[src/rtl/skgate_pkg.sv]
package skgate_pkg;

  localparam int unsigned KEY_BITS = 64;

  // bytes C5,3A,A3,5C twice, first byte in the low bits, consumed LSB first
  localparam logic [KEY_BITS-1:0] UNLOCK_KEY = 64'h5CA3_3AC5_5CA3_3AC5;

  typedef enum logic {
    PH_LOCKED = 1'b0,
    PH_XFER   = 1'b1
  } phase_e;

endpackage

[src/rtl/skgate_rst_sync.sv]
module skgate_rst_sync (
  input  logic clk,
  input  logic rst_n,
  output logic rst_n_sync
);

  logic [1:0] sync_q;

  always_ff @(posedge clk or negedge rst_n) begin
    if (!rst_n) sync_q <= 2'b00;
    else        sync_q <= {sync_q[0], 1'b1};
  end

  assign rst_n_sync = sync_q[1];

endmodule

[src/rtl/skgate_matcher.sv]
module skgate_matcher #(
  parameter int unsigned        KEY_W = 64,
  parameter logic [KEY_W-1:0]   KEY   = '0
) (
  input  logic clk,
  input  logic rst_n,
  input  logic en,
  input  logic rd,
  input  logic wr,
  input  logic din,
  output logic hit
);

  localparam int unsigned PW = $clog2(KEY_W);

  logic [PW-1:0] ptr_q, ptr_d;
  logic          fail_q, fail_d;
  logic          bit_ok, at_last, upd;

  always_comb begin
    bit_ok  = (din == KEY[ptr_q]);
    at_last = (ptr_q == PW'(KEY_W - 1));
    hit     = en && wr && !rd && !fail_q && bit_ok && at_last;
    ptr_d   = ptr_q;
    fail_d  = fail_q;
    upd     = 1'b0;
    if (en && rd) begin
      ptr_d  = '0;
      fail_d = 1'b0;
      upd    = 1'b1;
    end else if (en && wr && !fail_q) begin
      upd = 1'b1;
      if (!bit_ok) begin
        fail_d = 1'b1;
      end else if (at_last) begin
        ptr_d  = '0;
        fail_d = 1'b1;   // a read is needed before the next attempt
      end else begin
        ptr_d = ptr_q + PW'(1);
      end
    end
  end

  always_ff @(posedge clk or negedge rst_n) begin
    if (!rst_n) begin
      ptr_q  <= '0;
      fail_q <= 1'b0;
    end else if (upd) begin
      ptr_q  <= ptr_d;
      fail_q <= fail_d;
    end
  end

endmodule

[src/rtl/skgate_xfer.sv]
module skgate_xfer
  import skgate_pkg::*;
#(
  parameter int unsigned XFER_W    = 64,
  parameter int unsigned GRP_W     = 8,
  parameter int unsigned RSTEN_BIT = 36
) (
  input  logic                                    clk,
  input  logic                                    rst_n,
  input  logic                                    start,
  input  logic [XFER_W-1:0]                       snap_in,
  input  logic                                    rd,
  input  logic                                    wr,
  input  logic                                    din,
  input  logic                                    pin_n,
  output logic                                    active,
  output logic                                    dq_out,
  output logic                                    dq_oe,
  output logic                                    load_vld,
  output logic [$clog2(XFER_W)-$clog2(GRP_W)-1:0] load_idx,
  output logic [GRP_W-1:0]                        load_byte
);

  localparam int unsigned CW = $clog2(XFER_W);
  localparam int unsigned GW = $clog2(GRP_W);
  localparam int unsigned IW = CW - GW;

  phase_e            phase_q, phase_d;
  logic [CW-1:0]     cnt_q, cnt_d;
  logic [XFER_W-1:0] snap_q, snap_d;
  logic [GRP_W-2:0]  shad_q, shad_d;
  logic              gok_q, gok_d;
  logic              lv_q, lv_d;
  logic [IW-1:0]     idx_q, idx_d;
  logic [GRP_W-1:0]  byte_q, byte_d;

  logic in_x, abort, step, grp_all, grp_last, commit, ctl_en;

  always_comb begin
    in_x     = (phase_q == PH_XFER);
    abort    = in_x && !snap_q[RSTEN_BIT] && !pin_n;
    step     = in_x && !abort && (rd || wr);
    grp_all  = (cnt_q[GW-1:0] == '0) || gok_q;
    grp_last = (cnt_q[GW-1:0] == GW'(GRP_W - 1));
    commit   = step && wr && grp_last && grp_all;
    dq_out   = snap_q[cnt_q];
    dq_oe    = in_x && !abort && rd && !wr;

    phase_d = phase_q;
    cnt_d   = cnt_q;
    snap_d  = snap_q;
    shad_d  = shad_q;
    gok_d   = gok_q;
    lv_d    = commit;
    idx_d   = idx_q;
    byte_d  = byte_q;
    ctl_en  = 1'b0;

    if (start && !in_x) begin
      ctl_en  = 1'b1;
      phase_d = PH_XFER;
      cnt_d   = '0;
      snap_d  = snap_in;
    end else if (abort) begin
      ctl_en  = 1'b1;
      phase_d = PH_LOCKED;
      cnt_d   = '0;
    end else if (step) begin
      ctl_en = 1'b1;
      cnt_d  = cnt_q + CW'(1);
      gok_d  = grp_all && wr;
      if (wr) shad_d = {din, shad_q[GRP_W-2:1]};
      if (commit) begin
        idx_d  = cnt_q[CW-1:GW];
        byte_d = {din, shad_q};
      end
      if (cnt_q == CW'(XFER_W - 1)) phase_d = PH_LOCKED;
    end
  end

  always_ff @(posedge clk or negedge rst_n) begin
    if (!rst_n) begin
      phase_q <= PH_LOCKED;
      cnt_q   <= '0;
      snap_q  <= '0;
      shad_q  <= '0;
      gok_q   <= 1'b0;
    end else if (ctl_en) begin
      phase_q <= phase_d;
      cnt_q   <= cnt_d;
      snap_q  <= snap_d;
      shad_q  <= shad_d;
      gok_q   <= gok_d;
    end
  end

  always_ff @(posedge clk or negedge rst_n) begin
    if (!rst_n) begin
      lv_q   <= 1'b0;
      idx_q  <= '0;
      byte_q <= '0;
    end else begin
      lv_q <= lv_d;
      if (commit) begin
        idx_q  <= idx_d;
        byte_q <= byte_d;
      end
    end
  end

  assign active    = in_x;
  assign load_vld  = lv_q;
  assign load_idx  = idx_q;
  assign load_byte = byte_q;

endmodule

[src/rtl/serial_key_gate.sv]
module serial_key_gate #(
  parameter int unsigned      KEY_W     = skgate_pkg::KEY_BITS,
  parameter logic [KEY_W-1:0] KEY       = skgate_pkg::UNLOCK_KEY,
  parameter int unsigned      XFER_W    = 64,
  parameter int unsigned      GRP_W     = 8,
  parameter int unsigned      RSTEN_BIT = 36
) (
  input  logic                                    clk,
  input  logic                                    rst_n,
  input  logic                                    rd_stb,
  input  logic                                    wr_stb,
  input  logic                                    dq0_in,
  input  logic                                    rst_pin_n,
  input  logic [XFER_W-1:0]                       clk_regs,
  output logic                                    mem_sel,
  output logic                                    dq0_out,
  output logic                                    dq0_oe,
  output logic                                    load_vld,
  output logic [$clog2(XFER_W)-$clog2(GRP_W)-1:0] load_idx,
  output logic [GRP_W-1:0]                        load_byte
);

  logic rst_n_s;
  logic key_hit;
  logic xfer_on;

  skgate_rst_sync u_rst (
    .clk        (clk),
    .rst_n      (rst_n),
    .rst_n_sync (rst_n_s)
  );

  skgate_matcher #(
    .KEY_W (KEY_W),
    .KEY   (KEY)
  ) u_match (
    .clk   (clk),
    .rst_n (rst_n_s),
    .en    (!xfer_on),
    .rd    (rd_stb),
    .wr    (wr_stb),
    .din   (dq0_in),
    .hit   (key_hit)
  );

  skgate_xfer #(
    .XFER_W    (XFER_W),
    .GRP_W     (GRP_W),
    .RSTEN_BIT (RSTEN_BIT)
  ) u_xfer (
    .clk       (clk),
    .rst_n     (rst_n_s),
    .start     (key_hit),
    .snap_in   (clk_regs),
    .rd        (rd_stb),
    .wr        (wr_stb),
    .din       (dq0_in),
    .pin_n     (rst_pin_n),
    .active    (xfer_on),
    .dq_out    (dq0_out),
    .dq_oe     (dq0_oe),
    .load_vld  (load_vld),
    .load_idx  (load_idx),
    .load_byte (load_byte)
  );

  assign mem_sel = !xfer_on;

endmodule

[config.mk]
export PLATFORM = sky130hd
export DESIGN_NAME = serial_key_gate
export DESIGN_NICKNAME = d
export VERILOG_FILES = /design/src/rtl/skgate_pkg.sv /design/src/rtl/skgate_rst_sync.sv /design/src/rtl/skgate_matcher.sv /design/src/rtl/skgate_xfer.sv /design/src/rtl/serial_key_gate.sv
export SDC_FILE = /design/constraint.sdc
export NUM_CORES = 1
export LEC_CHECK = 0
export CAP_MARGIN = 20
export CORE_UTILIZATION = 53
export CTS_CLUSTER_DIAMETER = 60
export DETAILED_ROUTE_END_ITERATION = 8
export PLACE_DENSITY = 0.8
export SLEW_MARGIN = 20
export SYNTH_ARGS = -nofsm -noshare
export SYNTH_HDL_FRONTEND = slang
export SYNTH_SLANG_ARGS = --single-unit
[constraint.sdc]
create_clock -name clk -period 3.8 [get_ports clk]
set_input_delay 0.95 -clock clk [delete_from_list [all_inputs] [get_ports clk]]
set_output_delay 0.95 -clock clk [all_outputs]
set_load 0.005 [all_outputs]
Yosys cells after proc, flatten, opt, wreduce, memory -nomap -nowiden:

Memories as Yosys holds them, arrays and structs flattened.
Index checks and enable logic that the tools add are counted.

* word-level logic and storage cells: 86
* output and inout bits: 15
* register bits after elaboration: 100
* ROM bits: 64
* input bits: 70
* memories kept: 1

Memory list
* (no name shown): depth 64, bits a word 1, rd ports 1, clocked after Yosys merged registers in 0, wr ports 0, line skgate_matcher.sv:21 `bit_ok = (din == KEY[ptr_q]);`

* add/sub/neg operators: 2
* reduce and logical (&&, ||, !) cells: 40
* $lt $le $gt $ge: 2
* multiplexer cells: 23
* equality and inequality tests: 5
* bitwise gates (word level): 2

Operator list (number)
* 6-bit two-way mux: 7
* 1-bit logical AND: 18
* 1-bit two-way mux: 15
* 6-bit by 7-bit < comparator with 1-bit output, second input constant: 2
* 6-bit by 1-bit adder with 6-bit output, second input constant: 2
* 6-bit equality test, second input constant: 2
* 3-bit AND reduction: 3
* 4-bit AND reduction: 2
* 1-bit logical NOT: 7
* 1-bit binary-select mux with 6-bit select: 1
* 3-bit nonzero test: 2
* 5-bit AND reduction: 1
* 2-bit AND reduction: 2
* 2-bit nonzero test: 2
* 3-bit equality test, second input constant: 1
* 3-bit logical NOT: 1
* 3-bit != test, second input constant: 1
* 1-bit logical OR: 2
* 1-bit NOT: 2
* 1-bit equality test: 1

Logic depth before layout (Yosys ltp):

* word-level depth: 10
* mapped depth: 10

Hierarchy:

Synthesis repeated with hierarchy kept, for this count alone.

* cell total of the unflattened synthesis: 314
* area, all modules: 4566.9 µm²

By module, submodules not included
* skgate_xfer: area an instance 4031.4 µm², times used 1, seq. area each 2277.2 µm², cells each 258
* skgate_matcher: area an instance 478.0 µm², times used 1, seq. area each 175.2 µm², cells each 52
* skgate_rst_sync: area an instance 53.8 µm², times used 1, seq. area each 50.0 µm², cells each 3
* serial_key_gate: area an instance 3.8 µm², times used 1, seq. area each 0.0 µm², cells each 1

Worst setup path before layout:

Ideal clock, no wire load.

* kind: flip-flop to output port
* from: reg u_xfer.cnt_q[0]
* to: out dq0_out
* buffers on the path: 2
* setup slack: 939 ps
* data arrival time: 1911 ps
* stages on the path, launching flop included: 8
* required time: 2850 ps
* cell sequence: dfrtp_1 clkbuf_1 buf_1 mux2_2 o31ai_1 a311oi_1 a211oi_1 o2bb2ai_1

* longest elaborated chain between the ends: 2

Ends and longest elaborated chain
* from (decl): line skgate_xfer.sv:29 `logic [CW-1:0] cnt_q, cnt_d;`
* from (signal assigned): line skgate_xfer.sv:90 `cnt_q <= cnt_d;`
* 1-bit binary-select mux with 6-bit select: line skgate_xfer.sv:46 `dq_out = snap_q[cnt_q];`
* 1-bit two-way mux (implied by the code): line skgate_xfer.sv:46
* to (decl): line serial_key_gate.sv:16 `output logic dq0_out,`

Every way passes these cells. The select of a mux whose other input is x is not followed.

Worst setup path in the final report:

Same ends and word-level chain as after synthesis.

==> reports/results.ini <==
[run_status]
status=complete, but fails checks
violations=design-rule violations

[clocking]
cts-root-buf=clkbuf_8
worst_skew_pair.late_latency_ps=360
post-cts-setup-buffers=0
htree_levels=3
cts_sinks=100
cts_resized=0
cts_made_buffers=9
clockBufferDepth=2
holdBufCountCts=0
clk_pin_slew_worst_paths_ps=90
cts_tree=yes

[power_and_ir_drop]
power_density_nw_per_um2=333.4
total_power_mw=2.015
max-vdd-ir-drop_v=0.0002193
p_leak_nw=2.849

[grt]
grt_overflow=0
grt_pass1_vias=3239
track_usage_pct=20.76
grt_max_degree=74
grt_first_pass_wirelength_um=15750
grt_antenna_before_repair=0

[placed_design]
gp_congestion=0.7794
dp_hpwl_um=6486
port_buffers=84

[detailed_routing]
vias_per_cell=5.581
totalWireLength_um=9315
first_iter_violations=154
drcViolationCount=1
vias=3053
wl_per_cell_um=17.03
final_antenna_net_count=0
dr.pass1.iters=6

[final_layout]
drive_above_1_share_pct=25.74
num-nets-final=508
mostFrequentLayoutCells=dfrtp_1, clkdlybuf4s50_1, mux2_4
syn_to_final_growth_pct=23.69
mostFrequentLayoutCell=dfrtp_1
diodes=0

[timing]
worst_hold_slack_ps=370.7
setup_viol=0
finalMaxSlewViolations=0
timing.fmax_ghz=0.2856
finalHoldViolCount=0
grt_setup_unrepaired=false
tns_ps=0
slew_headroom_pct=38.76
period_share_pct=92.13
clock_skew_ps=10.34
tightest_slew_ps=918.6
fin_crit_ps=3501

[logic_synthesis]
yosysWarnings=0
seq_area_frac_synth_pct=51.23
synth-seq-cells=100
avgSynthCellArea_um2=13.80
synth_nets=428
synth_edf_count=0
syn_area_um2=4885
ys.flop_type=dfrtp_1
syn_inst=354
synthArstFlopShare_pct=100.0
synth_cell_types=44

[floorplanning]
ios=85
die_h_um=98
core_um2=8806
die_x_um=98
core.rowCount=34
start_util_pct=55.47
die_area_um2=9604

[setup_path]
path_class=reg2out
crit_required_ps=2850
start_kind=flop
cp_max_fo=24
arrival_ps=2550
end_kind=primary output

[run]
drv_cap=0

[hold_path]
hold_class=reg2reg

kinds of logic (layout without fill, tap and decap cells):
group / count (synthesis) / after routing / synth area share [%]
and+or+nand+nor: 80 / 80 / 7.659
buffers and inverters: 27 / 112 / 3.176
AOI/OAI and AO/OA: 36 / 36 / 5.379
muxes: 99 / 99 / 30.05
DFF: 100 / 100 / 51.23
other: 1 / 1 / 0.07677
adders and majority gates: 4 / 4 / 1.025
xor gates and xnor gates: 7 / 7 / 1.409
power by group:
| part | internal, mW | switching, mW | leakage, nW |
|---|---|---|---|
| logic | 0.0746 | 0.0391 | 1.34 |
| clock network | 0.443 | 0.373 | 0.122 |
| registers | 1.07 | 0.0182 | 1.38 |
flip-flops by register name (all words and copies together) (netlist names), 2 cells and up:
| signal | cells |
|---|---|
| u_xfer.cnt_q | 6 |
| u_rst.sync_q | 2 |
| u_xfer.load_idx | 3 |
| u_xfer.load_byte | 8 |
| u_xfer.snap_q | 64 |
| u_xfer.shad_q | 7 |
| u_match.ptr_q | 6 |
worst max-delay path: stages, from the launching register on:
cell and delay (ps):
dfrtp_1 380, buf_12 210, mux4_2 550, and3_1 200, a21oi_1 130, a32oi_1 80
o2bb2ai_1 150, clkdlybuf4s50_1 480
area by class of cell:
class | count | area, um^2
timing repair buffer | 88 | 895.9
clock inverter | 7 | 122.6
fill | 634 | 2764
clock buffer | 9 | 123.9
tap | 108 | 135.1
inverter | 8 | 30.03
sequential | 100 | 2507
multi-input combinational | 227 | 2227
synthesized netlist by cell type (2+ instances only):
| cell type | n | share of area, % |
|---|---|---|
| a21oi_1 | 5 | 0.51 |
| mux2i_1 | 9 | 1.8 |
| xor2_1 | 2 | 0.36 |
| nand2_1 | 44 | 3.4 |
| or4_1 | 2 | 0.31 |
| dfrtp_1 | 100 | 51 |
| clkbuf_1 | 10 | 0.77 |
| o221a_2 | 2 | 0.46 |
| a211oi_1 | 7 | 1.1 |
| buf_6 | 7 | 1.6 |
| mux2_4 | 61 | 19 |
| ha_1 | 4 | 1.0 |
| a221oi_1 | 2 | 0.36 |
| nor2b_1 | 5 | 0.64 |
| nor2_1 | 8 | 0.61 |
| mux2_2 | 14 | 3.2 |
| and3_1 | 5 | 0.64 |
| nand3_1 | 10 | 1.0 |
| o31ai_1 | 2 | 0.31 |
| xnor2_1 | 4 | 0.72 |
| nor3_1 | 3 | 0.31 |
| a31oi_1 | 3 | 0.38 |
| inv_1 | 8 | 0.61 |
| a32oi_1 | 2 | 0.36 |
| mux4_2 | 11 | 5.1 |
| mux2_1 | 3 | 0.69 |
| o21ai_0 | 4 | 0.41 |
through the flow:
stage | setup slack (ps) | instances | cell area [um^2] | utilization [%]
5_1_grt | 138.4 | 547 | 6042 | 68.61
2_1_floorplan | 808.2 | 354 | 4885 | -
6_report | 299.0 | 547 | 6042 | 68.61
3_5_place_dp | 413.8 | 531 | 5794 | 65.80
3_3_place_gp | 419.5 | 531 | 5794 | 65.80
4_1_cts | 30.99 | 547 | 6041 | 68.60
per-layer routing:
metal	part of all wire [%]	global-route usage [%]	up-vias
met4	1.1	5.245	0
met1	45	28.12	1525
li1	-	-	1435
met3	4.3	3.865	11
met2	49	34.67	82
met5	0	0	-
worst paths after layout:
path	from	to	slack, ps	depth (start not counted)
setup / recovery	u_xfer.cnt_q[0]$_DFFE_PN0P_	dq0_out	300	7
hold / removal	u_rst.sync_q[0]$_DFF_PN0_	u_rst.sync_q[1]$_DFF_PN0_	370	0
setup reg to reg	u_match.ptr_q[1]$_DFFE_PN0P_	u_xfer.snap_q[2]$_DFFE_PN0P_	1250	6
hold reg to reg	u_rst.sync_q[0]$_DFF_PN0_	u_rst.sync_q[1]$_DFF_PN0_	370	0
max in group asynchronous	u_rst.sync_q[1]$_DFF_PN0_	u_xfer.snap_q[34]$_DFFE_PN0P_	2440	1
min in group asynchronous	u_rst.sync_q[1]$_DFF_PN0_	u_xfer.snap_q[61]$_DFFE_PN0P_	470	0
No activity file was read; power rests on OpenSTA's default activity.
